<file path="src/rtl/mcc_pkg.sv">
package mcc_pkg;
  localparam int OPC_W = 6;
  localparam int FN_W  = 6;
  localparam int ALUFN_W = 3;

  typedef enum logic [3:0] {
    ST_FETCH  = 4'd0,
    ST_DECODE = 4'd1,
    ST_ADDR   = 4'd2,
    ST_MEMRD  = 4'd3,
    ST_LDWB   = 4'd4,
    ST_MEMWR  = 4'd5,
    ST_EXEC   = 4'd6,
    ST_RWB    = 4'd7,
    ST_BRANCH = 4'd8
  } step_e;

  localparam logic [1:0] AOP_ADD   = 2'b00;
  localparam logic [1:0] AOP_SUB   = 2'b01;
  localparam logic [1:0] AOP_FUNCT = 2'b10;

  localparam logic [OPC_W-1:0] OPC_RTYPE = 6'b000000;
  localparam logic [OPC_W-1:0] OPC_LOAD  = 6'b100011;
  localparam logic [OPC_W-1:0] OPC_STORE = 6'b101011;
  localparam logic [OPC_W-1:0] OPC_BEQ   = 6'b000100;

  localparam logic [FN_W-1:0] FN_ADD = 6'b100000;
  localparam logic [FN_W-1:0] FN_SUB = 6'b100010;
  localparam logic [FN_W-1:0] FN_AND = 6'b100100;
  localparam logic [FN_W-1:0] FN_OR  = 6'b100101;
  localparam logic [FN_W-1:0] FN_SLT = 6'b101010;

  localparam logic [ALUFN_W-1:0] ALU_AND = 3'b000;
  localparam logic [ALUFN_W-1:0] ALU_OR  = 3'b001;
  localparam logic [ALUFN_W-1:0] ALU_ADD = 3'b010;
  localparam logic [ALUFN_W-1:0] ALU_SUB = 3'b110;
  localparam logic [ALUFN_W-1:0] ALU_SLT = 3'b111;

  typedef struct packed {
    logic       pc_wr_u;
    logic       pc_wr_c;
    logic       ir_wr;
    logic       mem_rd;
    logic       mem_wr;
    logic       reg_wr;
    logic       addr_sel;
    logic       src_a;
    logic [1:0] src_b;
    logic [1:0] alu_op;
    logic       pc_src;
    logic       reg_dst;
    logic       mem_to_reg;
  } ctrl_t;
endpackage

</file>
<file path="src/rtl/mcc_next_step.sv">
module mcc_next_step
  import mcc_pkg::*;
#(
  parameter int OPW = OPC_W
) (
  input  step_e          cur,
  input  logic [OPW-1:0] opcode,
  output step_e          nxt
);
  always_comb begin
    nxt = ST_FETCH;
    unique case (cur)
      ST_FETCH:  nxt = ST_DECODE;
      ST_DECODE: begin
        if (opcode == OPC_BEQ)                               nxt = ST_BRANCH;
        else if (opcode == OPC_RTYPE)                        nxt = ST_EXEC;
        else if (opcode == OPC_LOAD || opcode == OPC_STORE)  nxt = ST_ADDR;
        else                                                 nxt = ST_FETCH;
      end
      ST_ADDR:   nxt = (opcode == OPC_STORE) ? ST_MEMWR : ST_MEMRD;
      ST_MEMRD:  nxt = ST_LDWB;
      ST_EXEC:   nxt = ST_RWB;
      default:   nxt = ST_FETCH;
    endcase
  end
endmodule

</file>
<file path="src/rtl/mcc_step_decode.sv">
module mcc_step_decode
  import mcc_pkg::*;
(
  input  step_e cur,
  output ctrl_t ctl
);
  always_comb begin
    ctl = '0;
    unique case (cur)
      ST_FETCH: begin
        ctl.mem_rd  = 1'b1;
        ctl.ir_wr   = 1'b1;
        ctl.pc_wr_u = 1'b1;
        ctl.src_b   = 2'b01;
        ctl.alu_op  = AOP_ADD;
      end
      ST_DECODE: begin
        ctl.src_b  = 2'b11;
        ctl.alu_op = AOP_ADD;
      end
      ST_ADDR: begin
        ctl.src_a  = 1'b1;
        ctl.src_b  = 2'b10;
        ctl.alu_op = AOP_ADD;
      end
      ST_MEMRD: begin
        ctl.mem_rd   = 1'b1;
        ctl.addr_sel = 1'b1;
      end
      ST_LDWB: begin
        ctl.reg_wr     = 1'b1;
        ctl.mem_to_reg = 1'b1;
      end
      ST_MEMWR: begin
        ctl.mem_wr   = 1'b1;
        ctl.addr_sel = 1'b1;
      end
      ST_EXEC: begin
        ctl.src_a  = 1'b1;
        ctl.src_b  = 2'b00;
        ctl.alu_op = AOP_FUNCT;
      end
      ST_RWB: begin
        ctl.reg_wr  = 1'b1;
        ctl.reg_dst = 1'b1;
      end
      ST_BRANCH: begin
        ctl.src_a   = 1'b1;
        ctl.src_b   = 2'b00;
        ctl.alu_op  = AOP_SUB;
        ctl.pc_wr_c = 1'b1;
        ctl.pc_src  = 1'b1;
      end
      default: ctl = '0;
    endcase
  end
endmodule

</file>
<file path="src/rtl/mcc_alu_decode.sv">
module mcc_alu_decode
  import mcc_pkg::*;
#(
  parameter int FW = FN_W,
  parameter int AW = ALUFN_W
) (
  input  logic [1:0]    alu_op,
  input  logic [FW-1:0] funct,
  output logic [AW-1:0] alu_fn
);
  logic [AW-1:0] fn_dec;

  always_comb begin
    unique case (funct)
      FN_ADD:  fn_dec = ALU_ADD;
      FN_SUB:  fn_dec = ALU_SUB;
      FN_AND:  fn_dec = ALU_AND;
      FN_OR:   fn_dec = ALU_OR;
      FN_SLT:  fn_dec = ALU_SLT;
      default: fn_dec = ALU_ADD;
    endcase
  end

  always_comb begin
    unique case (alu_op)
      AOP_SUB:   alu_fn = ALU_SUB;
      AOP_FUNCT: alu_fn = fn_dec;
      default:   alu_fn = ALU_ADD;
    endcase
  end
endmodule

</file>
<file path="src/rtl/mcc_control_fsm.sv">
module mcc_control_fsm
  import mcc_pkg::*;
#(
  parameter int OPW = OPC_W,
  parameter int FW  = FN_W
) (
  input  logic             clk,
  input  logic             rst_n,
  input  logic [OPW-1:0]   opcode,
  input  logic [FW-1:0]    funct,
  input  logic             zero,
  output logic             pc_wr,
  output logic             ir_wr,
  output logic             mem_rd,
  output logic             mem_wr,
  output logic             reg_wr,
  output logic             addr_sel,
  output logic             src_a,
  output logic [1:0]       src_b,
  output logic [1:0]       alu_op,
  output logic [ALUFN_W-1:0] alu_fn,
  output logic             pc_src,
  output logic             reg_dst,
  output logic             mem_to_reg,
  output logic [3:0]       step
);
  step_e state_q, state_d;
  ctrl_t ctl;

  mcc_next_step #(.OPW(OPW)) u_next (
    .cur    (state_q),
    .opcode (opcode),
    .nxt    (state_d)
  );

  mcc_step_decode u_ctl (
    .cur (state_q),
    .ctl (ctl)
  );

  mcc_alu_decode #(.FW(FW), .AW(ALUFN_W)) u_alu (
    .alu_op (ctl.alu_op),
    .funct  (funct),
    .alu_fn (alu_fn)
  );

  always_ff @(posedge clk or negedge rst_n) begin
    if (!rst_n) state_q <= ST_FETCH;
    else        state_q <= state_d;
  end

  assign pc_wr      = ctl.pc_wr_u | (ctl.pc_wr_c & zero);
  assign ir_wr      = ctl.ir_wr;
  assign mem_rd     = ctl.mem_rd;
  assign mem_wr     = ctl.mem_wr;
  assign reg_wr     = ctl.reg_wr;
  assign addr_sel   = ctl.addr_sel;
  assign src_a      = ctl.src_a;
  assign src_b      = ctl.src_b;
  assign alu_op     = ctl.alu_op;
  assign pc_src     = ctl.pc_src;
  assign reg_dst    = ctl.reg_dst;
  assign mem_to_reg = ctl.mem_to_reg;
  assign step       = state_q;

  // decode always follows fetch
  p_fetch_then_decode_r3: assert property (@(posedge clk) disable iff (!rst_n)
    (state_q == ST_FETCH) |=> (state_q == ST_DECODE));

  // terminal steps return to fetch
  p_terminal_to_fetch_r8: assert property (@(posedge clk) disable iff (!rst_n)
    (state_q inside {ST_LDWB, ST_MEMWR, ST_RWB, ST_BRANCH}) |=> (state_q == ST_FETCH));

  // a memory write only follows an address step
  p_memwr_after_addr_r9: assert property (@(posedge clk) disable iff (!rst_n)
    mem_wr |-> ($past(state_q) == ST_ADDR));

  // a register write only follows a memory read or an execute step
  p_regwr_after_work_r9: assert property (@(posedge clk) disable iff (!rst_n)
    reg_wr |-> ($past(state_q) inside {ST_MEMRD, ST_EXEC}));

  // the instruction register is loaded for a single cycle per instruction
  p_irwr_single_r2: assert property (@(posedge clk) disable iff (!rst_n)
    ir_wr |=> !ir_wr);

  // the branch step writes the PC exactly when the operands are equal
  p_branch_pcwr_r7: assert property (@(posedge clk) disable iff (!rst_n)
    (state_q == ST_BRANCH) |-> (pc_wr == zero && alu_fn == ALU_SUB));
endmodule

</file>
<file path="config.mk">
export PLATFORM = sky130hd
export DESIGN_NAME = mcc_control_fsm
export DESIGN_NICKNAME = d
export VERILOG_FILES = /design/src/rtl/mcc_pkg.sv /design/src/rtl/mcc_next_step.sv /design/src/rtl/mcc_step_decode.sv /design/src/rtl/mcc_alu_decode.sv /design/src/rtl/mcc_control_fsm.sv
export SDC_FILE = /design/constraint.sdc
export NUM_CORES = 1
export LEC_CHECK = 0
export ABC_AREA = 0
export BUFFER_PORTS_ARGS = -buffer_cell sky130_fd_sc_hd__buf_4
export CAP_MARGIN = 20
export CORE_MARGIN = 1
export CORE_UTILIZATION = 35
export DETAILED_ROUTE_END_ITERATION = 8
export HOLD_SLACK_MARGIN = 0.02
export PLACE_DENSITY = 0.72
export SYNTH_ARGS = -nofsm -noshare
export SYNTH_HDL_FRONTEND = slang
export SYNTH_SLANG_ARGS = --single-unit
</file>
<file path="constraint.sdc">
create_clock -name clk -period 6.5 [get_ports clk]
set_clock_uncertainty 0.2 [all_clocks]
set_input_delay 1.625 -clock clk [delete_from_list [all_inputs] [get_ports clk]]
set_output_delay 1.625 -clock clk [all_outputs]
set_load 0.02 [all_outputs]
</file>
* After elaboration in Yosys (flattened, before gate mapping)
Index checks and enable logic that the tools add are counted.
** Storage, ports and cells
- Flip-flop bits (word level) :: 4
- Input bits :: 15
- Output and inout port bits :: 21
- Logic and storage cells :: 44
** Operators by class
- Eq/ne operators :: 17
- Muxes and demuxes :: 17
- Bitwise logic cells :: 2
- Reduce and logical (&&, ||, !) cells :: 7
** Operator list (number)
- $pmux W4 S5 :: 2
- $eq A6 B6 Y1 const B :: 6
- $eq A4 B3 Y1 const B :: 4
- $pmux W3 S4 :: 1
- $mux W1 :: 9
- $eq A4 B2 Y1 const B :: 2
- $mux W4 :: 2
- $eq A6 B3 Y1 const B :: 1
- $logic_not A6 Y1 :: 1
- $pmux W3 S2 :: 1
- $reduce_or A2 Y1 :: 3
- $eq A4 B1 Y1 const B :: 1
- $eq A4 B4 Y1 const B :: 1
- $logic_not A4 Y1 :: 1
- $mux W3 :: 1
- $reduce_or A3 Y1 :: 1
- $eq A2 B1 Y1 const B :: 1
- $eq A2 B2 Y1 const B :: 1
- $mux W2 :: 1
- $and A1 B1 Y1 :: 1
- $logic_or A1 B1 Y1 :: 1
- $or A1 B1 Y1 :: 1

* Logic depth before layout (Yosys ltp)
Gate-level depths: netlist of the first run.
- Depth in word-level cells :: 6
- Mapped depth :: 8
- Gate-level depth less buffers :: 7

* By module
From an unflattened synthesis of the first run, not the netlist that was laid out.
** Second synthesis, totals
- Cells, all modules :: 61
- Area total of the unflattened synthesis :: 558.0 um^2
** Modules (own cells, without submodules)
- mcc_step_decode :: times used 1, cells an instance 23, area each 192.7 um^2, sequential area each 0.0 um^2
- mcc_next_step :: times used 1, cells an instance 18, area each 140.1 um^2, sequential area each 0.0 um^2
- mcc_alu_decode :: times used 1, cells an instance 15, area each 117.6 um^2, sequential area each 0.0 um^2
- mcc_control_fsm :: times used 1, cells an instance 5, area each 107.6 um^2, sequential area each 100.1 um^2

* Worst setup path after synthesis of the first run
OpenSTA, ideal clock, no wires.
- Path type :: in2out
- Start point :: input port funct[5]
- End point :: output port alu_fn[0]
- Arrival time :: 2410 ps
- Required time :: 4675 ps
- Slack :: 2265 ps
- Stages on the path :: 3
- Buffers on the path :: 0
- Cells stage by stage :: nor2b_1 > nand3_1 > o21ai_0
** Between the ends
- Cells in the longest elaborated chain, start to end :: 3
- Elaborated cells on any way between the ends :: 6
- Classes of those cells :: 4 x eq/ne; 2 x mux
** Ends and longest elaborated chain
- from (decl) :: line mcc_control_fsm.sv:10 : input logic [FW-1:0] funct,
- $eq A6 B6 Y1 :: line mcc_alu_decode.sv:14 : unique case (funct)
- $pmux W3 S4 * :: line mcc_alu_decode.sv:14
- $pmux W3 S2 * :: line mcc_alu_decode.sv:25 : unique case (alu_op)
- to (decl) :: line mcc_control_fsm.sv:21 : output logic [ALUFN_W-1:0] alu_fn,
Mark *: on every way between the ends. The rest lies on a longest branch, timed or not.

* Final worst setup path of the first run
- Start point :: input port funct[0]
- End point :: output port alu_fn[0]
Same word-level chain as after synthesis.

==> results.md, run 1 <==
* Status: completed
* Cts hold-fix bufs at 0
* Max FO, Critical Path at 2
* Die Y at 38.91 um
* Synth top area cells: dfrtp_1 21%, and3_1 7.9%, nor2_1 7.9%, ha_1 5.2%, xor2_1 3.7%
* Clock sink count at 4
* Initial antenna violation count at 0
* Pin count of the biggest net entering global routing at 18
* Post-Syn Area at 476.7 um2
* Post-Route WL at ~1300 um
* Max Root-Sink Buffers at 2
* Area growth from synthesis to layout at 59.32%
* Worst Tran Pin Value at between 0.5 and 0.6 ns
* Clk slew on worst S/H paths at approximately 0.04 ns
* Most frequent cells in the layout: 35 x buf_4, 10 x nor2_1, 6 x and3_1
* First-pass DRT Iterations at 4
* Syn Nets at between 70 and 80
* Average cell area after synthesis at 7.689 um2
* Post-DP HPWL at 1054 um
* Final hold violation count at 0
* Full die area at 1514 um2
* Slew Limit Headroom at between 60% and 70%
* DRC violations left at 0
* Setup bufs post-CTS at 0
* Die W at 38.91 um
* CTS root buffer: clkbuf_4
* Hold Path Class: reg2reg
* Vias per cell at 5.391
* Yosys reg bits at 4
* H-tree level count at 1
* Crit Path Class: in2out
* Layout cells sized above 1 at 44.79%
* Post-CTS Resized at 0
* Crit path launch type: input pin
* Top Ports at 36
* Crit. End Element: output pin
* Final Cycle Share at 66.57%
* WL per Instance at 12.10 um
* Worst Setup Slack, final at 2.173 ns
* Fmax at 231.1 MHz
* DP Worst Slack at 2.161 ns
* Vias at 593
* Initial Util at 40.19%
* Commonest non-fill, non-tap cell in the layout: buf_4
* Ys Warns at 0
* Gpl congestion at 0.7163
* CTS tree: yes
* RSZ-0062 raised after global routing: no
* Skew-Pair Late Insertion Delay at 0.23 ns
* Max FFs per register at 4
* # setup viols final at 0
* Vias in the first global route at 512
* Biggest area consumer among synthesized cells: dfrtp_1
* Leakage at 0.3807 nW
* Critical path data arrival time at ~2.5 ns
* First-pass GRT wire length at between 1500 and 2000 um
* Fin crit period at between 4 and 5 ns
* Slew Limit Fails at 0
* Worst vdd ir at 150.4 uV
* Max-cap violations at 0
* Grt total ovfl at 0
* Unique masters post-synth at 29
* Overall power at 197.7 uW
* Total Nets Final at around 120
* Min Hold Slack at between 0.4 and 0.5 ns
* PwrDens at about 260 nW/um2
* Core Region at 1186 um2
* CTS Buf Count at 3
* Top cell type's share of synthesized area at about a fifth
* Iteration-0 DRC Markers at 11
* FP Rows at 12
* Total GRT Usage at between 10% and 20%
* Antenna Violating Nets Remaining at 0
* Mapped Cells at 62
* Part of the Yosys area used for sequential elements at 21.00%
* Antenna cells at 0
* Setup_tns at 0 ns
* Critical Path RT at 4.68 ns
* PortBufs at 35
## metrics by stage
| step | instances | utilization (%) | area (um2) |
|---|---|---|---|
| global route | 110 | 64.03 | 759.5 |
| global placement | 107 | 62.13 | 737.0 |
| finish | 110 | 64.03 | 759.5 |
| CTS | 110 | 64.03 | 759.5 |
| floorplan | 62 | - | 476.7 |
| detailed placement | 107 | 62.13 | 737.0 |
## synth_stat cells
library cell	n
nor4_1	1
or3b_2	1
dfrtp_1	4
a211o_1	1
nor4b_2	1
a311oi_1	1
nor4_2	1
ha_1	2
inv_1	4
nor3_1	3
nand2_1	3
clkbuf_1	3
nor3b_1	2
a41o_1	1
a2111oi_1	1
nor2b_1	2
xor2_1	2
nor2_1	10
nand3_1	2
nor4bb_1	1
or4b_4	1
o41ai_2	1
a31oi_1	1
o21ai_0	2
a21oi_1	2
or2_1	1
o21a_1	1
dlygate4sd1_1	1
and3_1	6
## cell families (layout without fill, tap and decap cells)
| logic type | Yosys count | in the layout | share of synthesized area (%) |
|---|---|---|---|
| and+or+nand+nor | 35 | 35 | 44.36 |
| DFF | 4 | 4 | 21.00 |
| adders and majority gates | 2 | 2 | 5.249 |
| AOI/OAI and AO/OA | 11 | 11 | 18.38 |
| xor gates and xnor gates | 2 | 2 | 3.675 |
| buffers and inverters | 8 | 42 | 7.348 |
## metal layers
layer / up-vias / part of all wire [%] / track usage, %
li1: 295 / - / -
met1: 280 / 45 / 23.08
met2: 18 / 50 / 32.08
met3: 0 / 4.7 / 2.312
met4: 0 / 0 / 10.34
met5: - / 0 / 0
## power breakdown
group	internal [mW]	switching, mW	total, mW
clock	0.0206	0.00882	0.0294
sequential	0.0293	0.0189	0.0482
combinational	0.0578	0.0624	0.120
total	0.108	0.0901	0.198
## worst max-delay path: stages
cell      delay (ns)
buf_4           0.12
nor4bb_1        0.36
nand3_1         0.13
o21ai_0         0.10
buf_4           0.17
## cell type report
| class | count | area, um2 |
|---|---|---|
| timing repair buffer | 35 | 262.8 |
| multi-input combinational | 50 | 341.6 |
| clock buffer | 3 | 22.52 |
| tap | 14 | 17.52 |
| fill | 117 | 426.7 |
| sequential | 4 | 100.1 |
| inverter | 4 | 15.01 |
## worst paths after layout
path	slack (ns)	end	from	cells past startpoint
max	2.17	alu_fn[0]	funct[0]	5
min in group asynchronous	0.98	step[0]$_DFF_PN0_	rst_n	1
min	0.48	step[2]$_DFF_PN0_	step[3]$_DFF_PN0_	1
max reg2reg	4.76	step[3]$_DFF_PN0_	step[0]$_DFF_PN0_	2
min reg2reg	0.48	step[2]$_DFF_PN0_	step[3]$_DFF_PN0_	1
max in group asynchronous	5.02	step[3]$_DFF_PN0_	rst_n	1
No activity file was read; power rests on OpenSTA's default activity.
==> run 2, diff against run 1 <==
--- a/config.mk
+++ b/config.mk
@@ -5,14 +5,14 @@
 export SDC_FILE = /design/constraint.sdc
 export NUM_CORES = 1
 export LEC_CHECK = 0
-export ABC_AREA = 0
+export ABC_AREA = 1
 export BUFFER_PORTS_ARGS = -buffer_cell sky130_fd_sc_hd__buf_4
 export CAP_MARGIN = 20
 export CORE_MARGIN = 1
 export CORE_UTILIZATION = 35
 export DETAILED_ROUTE_END_ITERATION = 8
 export HOLD_SLACK_MARGIN = 0.02
-export PLACE_DENSITY = 0.72
+export PLACE_DENSITY = 0.7
 export SYNTH_ARGS = -nofsm -noshare
 export SYNTH_HDL_FRONTEND = slang
 export SYNTH_SLANG_ARGS = --single-unit
==> constraint.sdc (replaced) <==
create_clock -name clk -period 4.05 [get_ports clk]
set_clock_uncertainty 0.2 [all_clocks]
set_input_delay 1.0125 -clock clk [delete_from_list [all_inputs] [get_ports clk]]
set_output_delay 1.0125 -clock clk [all_outputs]
set_load 0.02 [all_outputs]
==> results.md, run 2 <==
* Final hold violation count at 0 (unchanged)
* Vias per cell at 4.540 (was 5.391)
* Antenna Violating Nets Remaining at 0 (unchanged)
* Status: completed (unchanged)
* Crit. Startpoint: step[0]$_DFF_PN0_ (was funct[0])
* CTS tree: yes (unchanged)
* Clk slew on worst S/H paths at 0.04 ns (about the same)
* Synth top area cells: dfrtp_1 20%, nand2_1 13%, nor2_1 12%, inv_1 7.4%, nand2_4 6.7% (was dfrtp_1 21%, and3_1 7.9%, nor2_1 7.9%, ha_1 5.2%, xor2_1 3.7%)
* Post-CTS Resized at 0 (unchanged)
* DRC violations left at 0 (unchanged)
* Gpl congestion at 0.6769 (was 0.7163)
* Max FO, Critical Path at 5 (was 2)
* DP Worst Slack at 1.145 ns (was 2.161 ns)
* RSZ-0062 raised after global routing: no (unchanged)
* First-pass DRT Iterations at 3 (was 4)
* Area growth from synthesis to layout at 59.85% (was 59.32%)
* Crit path launch type: flip-flop (was input pin)
* Leakage at 0.4512 nW (was 0.3807 nW)
* FP Rows at 13 (was 12)
* Crit. End Element: output pin (unchanged)
* Worst Setup Slack, final at 1.031 ns (was 2.173 ns)
* Part of the Yosys area used for sequential elements at 19.70% (was 21.00%)
* Total GRT Usage at 20.12% (was 19.04%)
* Layout cells sized above 1 at 47.54% (was 44.79%)
* Comb pwr share at 67.1% (was 60.8%)
* Final Cycle Share at between 70% and 80%
* Pint at 165.8 uW (was 107.7 uW)
* Full die area at 1608 um2 (was 1514 um2)
* EDFF count, synth at 0 (unchanged)
* Vias at 622 (was 593)
* Crit Path Class: reg2out (was in2out)
* Synth cell count leaders: 18 x nand2_1, 16 x nor2_1, 10 x inv_1 (was 10 x nor2_1, 6 x and3_1, 4 x dfrtp_1, 4 x inv_1)
* Initial Util at 38.56% (was 40.19%)
* Initial antenna violation count at 0 (unchanged)
* CTS root buffer: clkbuf_4 (unchanged)
* P_sw at 157.3 uW (was 90.08 uW)
* Switching portion of total power at 48.69% (was 45.55%)
* Max Root-Sink Buffers at 2 (unchanged)
* Ys flop type: dfrtp_1 (unchanged)
* # setup viols final at 0 (unchanged)
* Mapped Cells at 84 (was 62)
* Ys Warns at 0 (unchanged)
* Cts hold-fix bufs at 0 (unchanged)
* Grt total ovfl at 0 (unchanged)
* Worst vdd ir at 213.2 uV (was 150.4 uV)
* Register share of total power at 17.9% (was 24.4%)
* Slew Limit Fails at 0 (unchanged)
* Skew-Pair Late Insertion Delay at 0.23 ns (about the same)
* Syn Nets at 101 (was 79)
* Post-DP HPWL at 1171 um (was 1054 um)
* Setup_tns at 0 ns (unchanged)
* Hold Path Class: in2async (was reg2reg)
* Top cell type's share of synthesized area at 19.70% (was 21.00%)
* Post-DP Area at 789.5 um2 (was 737.0 um2)
* Yosys reg bits at 4 (unchanged)
* Die W at 40.10 um (was 38.91 um)
* Worst Tran Pin Value at 0.1954 ns (was 0.5144 ns)
* Fillcell total at 144 (was 117)
* Iteration-0 DRC Markers at 8 (was 11)
* Reg-to-reg slack, setup at 2.83 ns (was 4.76 ns)
* Total Nets Final at 141 (was 115)
* Max-cap violations at 0 (unchanged)
* Unique masters post-synth at 19 (was 29)
* WL per Instance at 9.679 um (was 12.10 um)
* Critical Path RT at 2.84 ns (was 4.68 ns)
* Antenna cells at 0 (unchanged)
* Average cell area after synthesis at 6.047 um2 (was 7.689 um2)
* Slew Limit Headroom at 86.97% (was 65.71%)
* Clock sink count at 4 (unchanged)
* Vias in the first global route at 548 (was 512)
* PwrDens at 398.0 nW/um2 (was 260.4 nW/um2)
* PortBufs at 35 (unchanged)
* Post-Syn Area at 508.0 um2 (was 476.7 um2)
* Count leader, synth: nand2_1 (was nor2_1)
* Most frequent cells in the layout: 35 x buf_4, 18 x nand2_1, 16 x nor2_1 (was 35 x buf_4, 10 x nor2_1, 6 x and3_1)
* H-tree level count at 1 (unchanged)
* Core Region at 1318 um2 (was 1186 um2)
* Reg-to-Reg Start: step[0]$_DFF_PN0_ (unchanged)
* Post-layout instance area at 812.0 um2 (was 759.5 um2)
* First-pass GRT wire length at 2194 um (was 1994 um)
* CTS Buf Count at 3 (unchanged)
* Max FFs per register at 4 (unchanged)
* Fmax at 331.3 MHz
* Clock power frac at 14.9% (about the same)
* Commonest non-fill, non-tap cell in the layout: buf_4 (unchanged)
* Async set or reset register ratio after synthesis at 100.0% (unchanged)
* Setup bufs post-CTS at 0 (unchanged)
* Pin count of the biggest net entering global routing at 8 (was 18)
* Fin crit period at 3.019 ns
* Critical path data arrival time at 1.81 ns (was 2.50 ns)
* Biggest area consumer among synthesized cells: dfrtp_1 (unchanged)
* Top Ports at 36 (unchanged)
* Die Y at 40.10 um (was 38.91 um)
* Final core occ at 61.63% (was 64.03%)
* Post-Route WL at 1326 um (was 1331 um)
## run 2: cell count changes after synthesis, sizes merged, moves of 2 or more
cell    previous run  this run
and3               6         0
clkbuf             3         0
inv                4        18
nand2              3        23
nand3              2         7
nor2              10        21
nor2b              2         0
nor3b              2         0
nor4               2         0
xor2               2         0
## run 2: logic make-up (layout without fill, tap and decap cells)
| group | count (synthesis) | in the layout | share of synthesized area [%] |
|---|---|---|---|
| adders and majority gates | 2 | 2 | 4.925 |
| DFF | 4 | 4 | 19.71 |
| AOI/OAI and AO/OA | 5 | 5 | 4.923 |
| buffers and inverters | 18 | 56 | 13.30 |
| and+or+nand+nor | 55 | 55 | 57.14 |
## run 2: power groups by stage
| stage | logic, mW | clock network [mW] | registers [mW] |
|---|---|---|---|
| floorplan | 0.122 | 0 | 0.0670 |
| finish | 0.217 | 0.0483 | 0.0580 |
| global placement | 0.215 | 0 | 0.0583 |
| detailed placement | 0.218 | 0 | 0.0586 |
| global route | 0.236 | 0.0547 | 0.0596 |
| CTS | 0.218 | 0.0496 | 0.0581 |
## run 2: worst max-delay path, cell delays in order, from the launching register on
cell,delay [ns]
dfrtp_1,0.41
inv_2,0.10
nand2_2,0.10
nor2_4,0.20
ha_1,0.22
inv_1,0.05
nor2_1,0.12
nand3_1,0.09
a21oi_1,0.13
buf_4,0.15
## run 2: path summary, 6_finish.rpt
kind	cells past startpoint	end
max	9	alu_fn[2]
min	1	step[1]$_DFF_PN0_
max reg2reg	5	step[2]$_DFF_PN0_
min reg2reg	2	step[3]$_DFF_PN0_
max in group asynchronous	1	step[2]$_DFF_PN0_
min in group clk	2	step[3]$_DFF_PN0_
## run 2: final cells by class
cell class / count / area, um2 / share of cell area [%]
clock buffer: 3 / 22.52 / 2.773
inverter: 18 / 67.56 / 8.320
multi-input combinational: 62 / 340.3 / 41.91
sequential: 4 / 100.1 / 12.33
tap: 15 / 18.77 / 2.311
timing repair buffer: 35 / 262.8 / 32.36
## run 2: through the flow
step	hold slack, ns	total power, mW	std cells
floorplan	0.4948	0.1889	84
global placement	0.4507	0.2732	134
detailed placement	0.4497	0.2762	134
CTS	0.3676	0.3257	137
global route	0.3578	0.3498	137
finish	0.3700	0.3232	137
## run 2: routing by layer
| metal | track usage [%] | wire length (um) | vias up |
|---|---|---|---|
| met3 | 3.889 | 101 | 0 |
| met5 | 0 | 0 | - |
| met1 | 24.24 | 562 | 258 |
| met4 | 5.172 | 0 | 0 |
| li1 | - | - | 340 |
| met2 | 35.89 | 661 | 24 |
==> run 3, diff against run 2 <==
==> constraint.sdc (replaced) <==
create_clock -name clk -period 3.1 [get_ports clk]
set_clock_uncertainty 0.2 [all_clocks]
set_input_delay 0.775 -clock clk [delete_from_list [all_inputs] [get_ports clk]]
set_output_delay 0.775 -clock clk [all_outputs]
set_load 0.02 [all_outputs]
==> results.md, run 3 (synthesized netlist as in run 2, its figures left out) <==
* Status: completed (unchanged)
* DRC violations left at 0 (unchanged)
* Vias at 603 (was 622)
* Final Cycle Share at 88.94%
* Post-Route WL at 1285 um (was 1326 um)
* Skew-Pair Late Insertion Delay at 0.23 ns (about the same)
* Core Region at 1318 um2 (unchanged)
* Final hold violation count at 0 (unchanged)
* Worst R2R Path Depth at 5 (unchanged)
* Fillcell total at 135 (was 144)
* Met1 Use GR at 22.48% (was 24.24%)
* Layout cells sized above 1 at 47.54% (unchanged)
* Critical Path RT at 2.12 ns (was 2.84 ns)
* Leakage at 0.4512 nW (unchanged)
* Top Usage Layer GRT: met2 (unchanged)
* # setup viols final at 0 (unchanged)
* WL per Instance at 9.380 um (was 9.679 um)
* PwrDens at 511.9 nW/um2 (was 398.0 nW/um2)
* Max FFs per register at 4 (unchanged)
* Layout Cells excl Fill at 137 (unchanged)
* Multi-input logic area at 340.3 um2 (unchanged)
* Met2 Usage GRT at 31.05% (was 35.89%)
* Total GRT Usage at 18.13% (was 20.12%)
* Clock sink count at 4 (unchanged)
* Most frequent cells in the layout: 35 x buf_4, 18 x nand2_1, 16 x nor2_1 (unchanged)
* Gpl congestion at 0.7202 (was 0.6769)
* Max Root-Sink Buffers at 2 (unchanged)
* Die W at 40.10 um (unchanged)
* First-pass GRT wire length at 1980 um (was 2194 um)
* Worst Tran Pin Value at 0.1917 ns (was 0.1954 ns)
* Clk slew on worst S/H paths at 0.03 ns (was 0.04 ns)
* Initial Util at 38.56% (unchanged)
* Grt total ovfl at 0 (unchanged)
* Cts hold-fix bufs at 0 (unchanged)
* Total Nets Final at 141 (unchanged)
* Commonest non-fill, non-tap cell in the layout: buf_4 (unchanged)
* Antenna Violating Nets Remaining at 0 (unchanged)
* Fmax at 362.7 MHz
* Slew Limit Headroom at 87.17% (was 86.97%)
* Area growth from synthesis to layout at 59.85% (unchanged)
* Critical path data arrival time at 1.78 ns (was 1.81 ns)
* CTS Buf Count at 3 (unchanged)
* Vias in the first global route at 500 (was 548)
* Hold Path Class: in2async (unchanged)
* Worst vdd ir at 267.0 uV (was 213.2 uV)
* Fin crit period at 2.757 ns
* Setup_tns at 0 ns (unchanged)
* Die Y at 40.10 um (unchanged)
* Crit Path Class: reg2out (unchanged)
* Post-DP Area at 789.5 um2 (unchanged)
* PortBufs at 35 (unchanged)
* FP Rows at 13 (unchanged)
* Slew Limit Fails at 0 (unchanged)
* Post-DP HPWL at 1179 um (was 1171 um)
* Max-cap violations at 0 (unchanged)
* First-pass DRT Iterations at 4 (was 3)
* Final core occ at 61.63% (unchanged)
* CTS root buffer: clkbuf_4 (unchanged)
* Crit path launch type: flip-flop (unchanged)
* Pin count of the biggest net entering global routing at 8 (unchanged)
* Setup bufs post-CTS at 0 (unchanged)
* H-tree level count at 1 (unchanged)
* Crit. End Element: output pin (unchanged)
* FF+latch area at 100.1 um2 (unchanged)
* Post-CTS Resized at 0 (unchanged)
* Post-layout instance area at 812.0 um2 (unchanged)
* GR Util met3 at 5.556% (was 3.889%)
* Antenna cells at 0 (unchanged)
* Initial antenna violation count at 0 (unchanged)
* Full die area at 1608 um2 (unchanged)
* RSZ-0062 raised after global routing: no (unchanged)
* Overall power at 415.7 uW (was 323.2 uW)
* Max FO, Critical Path at 5 (unchanged)
* Vias per cell at 4.401 (was 4.540)
* Dpl cells at 134 (unchanged)
* Top Ports at 36 (unchanged)
* CTS tree: yes (unchanged)
* Iteration-0 DRC Markers at 9 (was 8)
-- run 3: layer usage --
metal | routed length [um] | up-vias
li1 | - | 332
met1 | 587 | 247
met2 | 608 | 24
met3 | 90 | 0
met4 | 0 | 0
met5 | 0 | -
-- run 3: critical path: stages, from the launching register on --
cell and delay (ns):
dfrtp_1 0.41, inv_2 0.10, nand2_2 0.10, nor2_4 0.19, ha_1 0.21, inv_1 0.05, nor2_1 0.12, nand3_1 0.09
a21oi_1 0.14, buf_4 0.16
-- run 3: final timing paths --
path	from	end	slack (ns)
hold reg to reg	step[0]$_DFF_PN0_	step[3]$_DFF_PN0_	0.44
setup / recovery	step[0]$_DFF_PN0_	alu_fn[2]	0.34
setup reg to reg	step[3]$_DFF_PN0_	step[2]$_DFF_PN0_	1.88
max in group asynchronous	rst_n	step[1]$_DFF_PN0_	2.46
min in group clk	step[0]$_DFF_PN0_	step[3]$_DFF_PN0_	0.44
hold / removal	rst_n	step[0]$_DFF_PN0_	0.14
-- run 3: layout make-up --
type | count | area share [%]
inverters | 18 | 8.320
repair buffers | 35 | 32.36
well taps | 15 | 2.311
multi-input cells | 62 | 41.91
flip-flops and latches | 4 | 12.33
clock buffers | 3 | 2.773
-- run 3: power by group --
group	switching, mW	internal, mW	leakage [nW]
sequential	0.0130	0.0624	0.0533
combinational	0.169	0.111	0.384
clock	0.0170	0.0430	0.0138
-- run 3: metrics by stage --
| stage | worst slack, ns | hold slack (ns) |
|---|---|---|
| after floorplan | 0.3904 | 0.2794 |
| after global placement | 0.6460 | 0.3706 |
| after detailed placement | 0.5912 | 0.3723 |
| after CTS | 0.3299 | 0.1275 |
| after global routing | 0.1560 | 0.1247 |
| final | 0.3428 | 0.1364 |
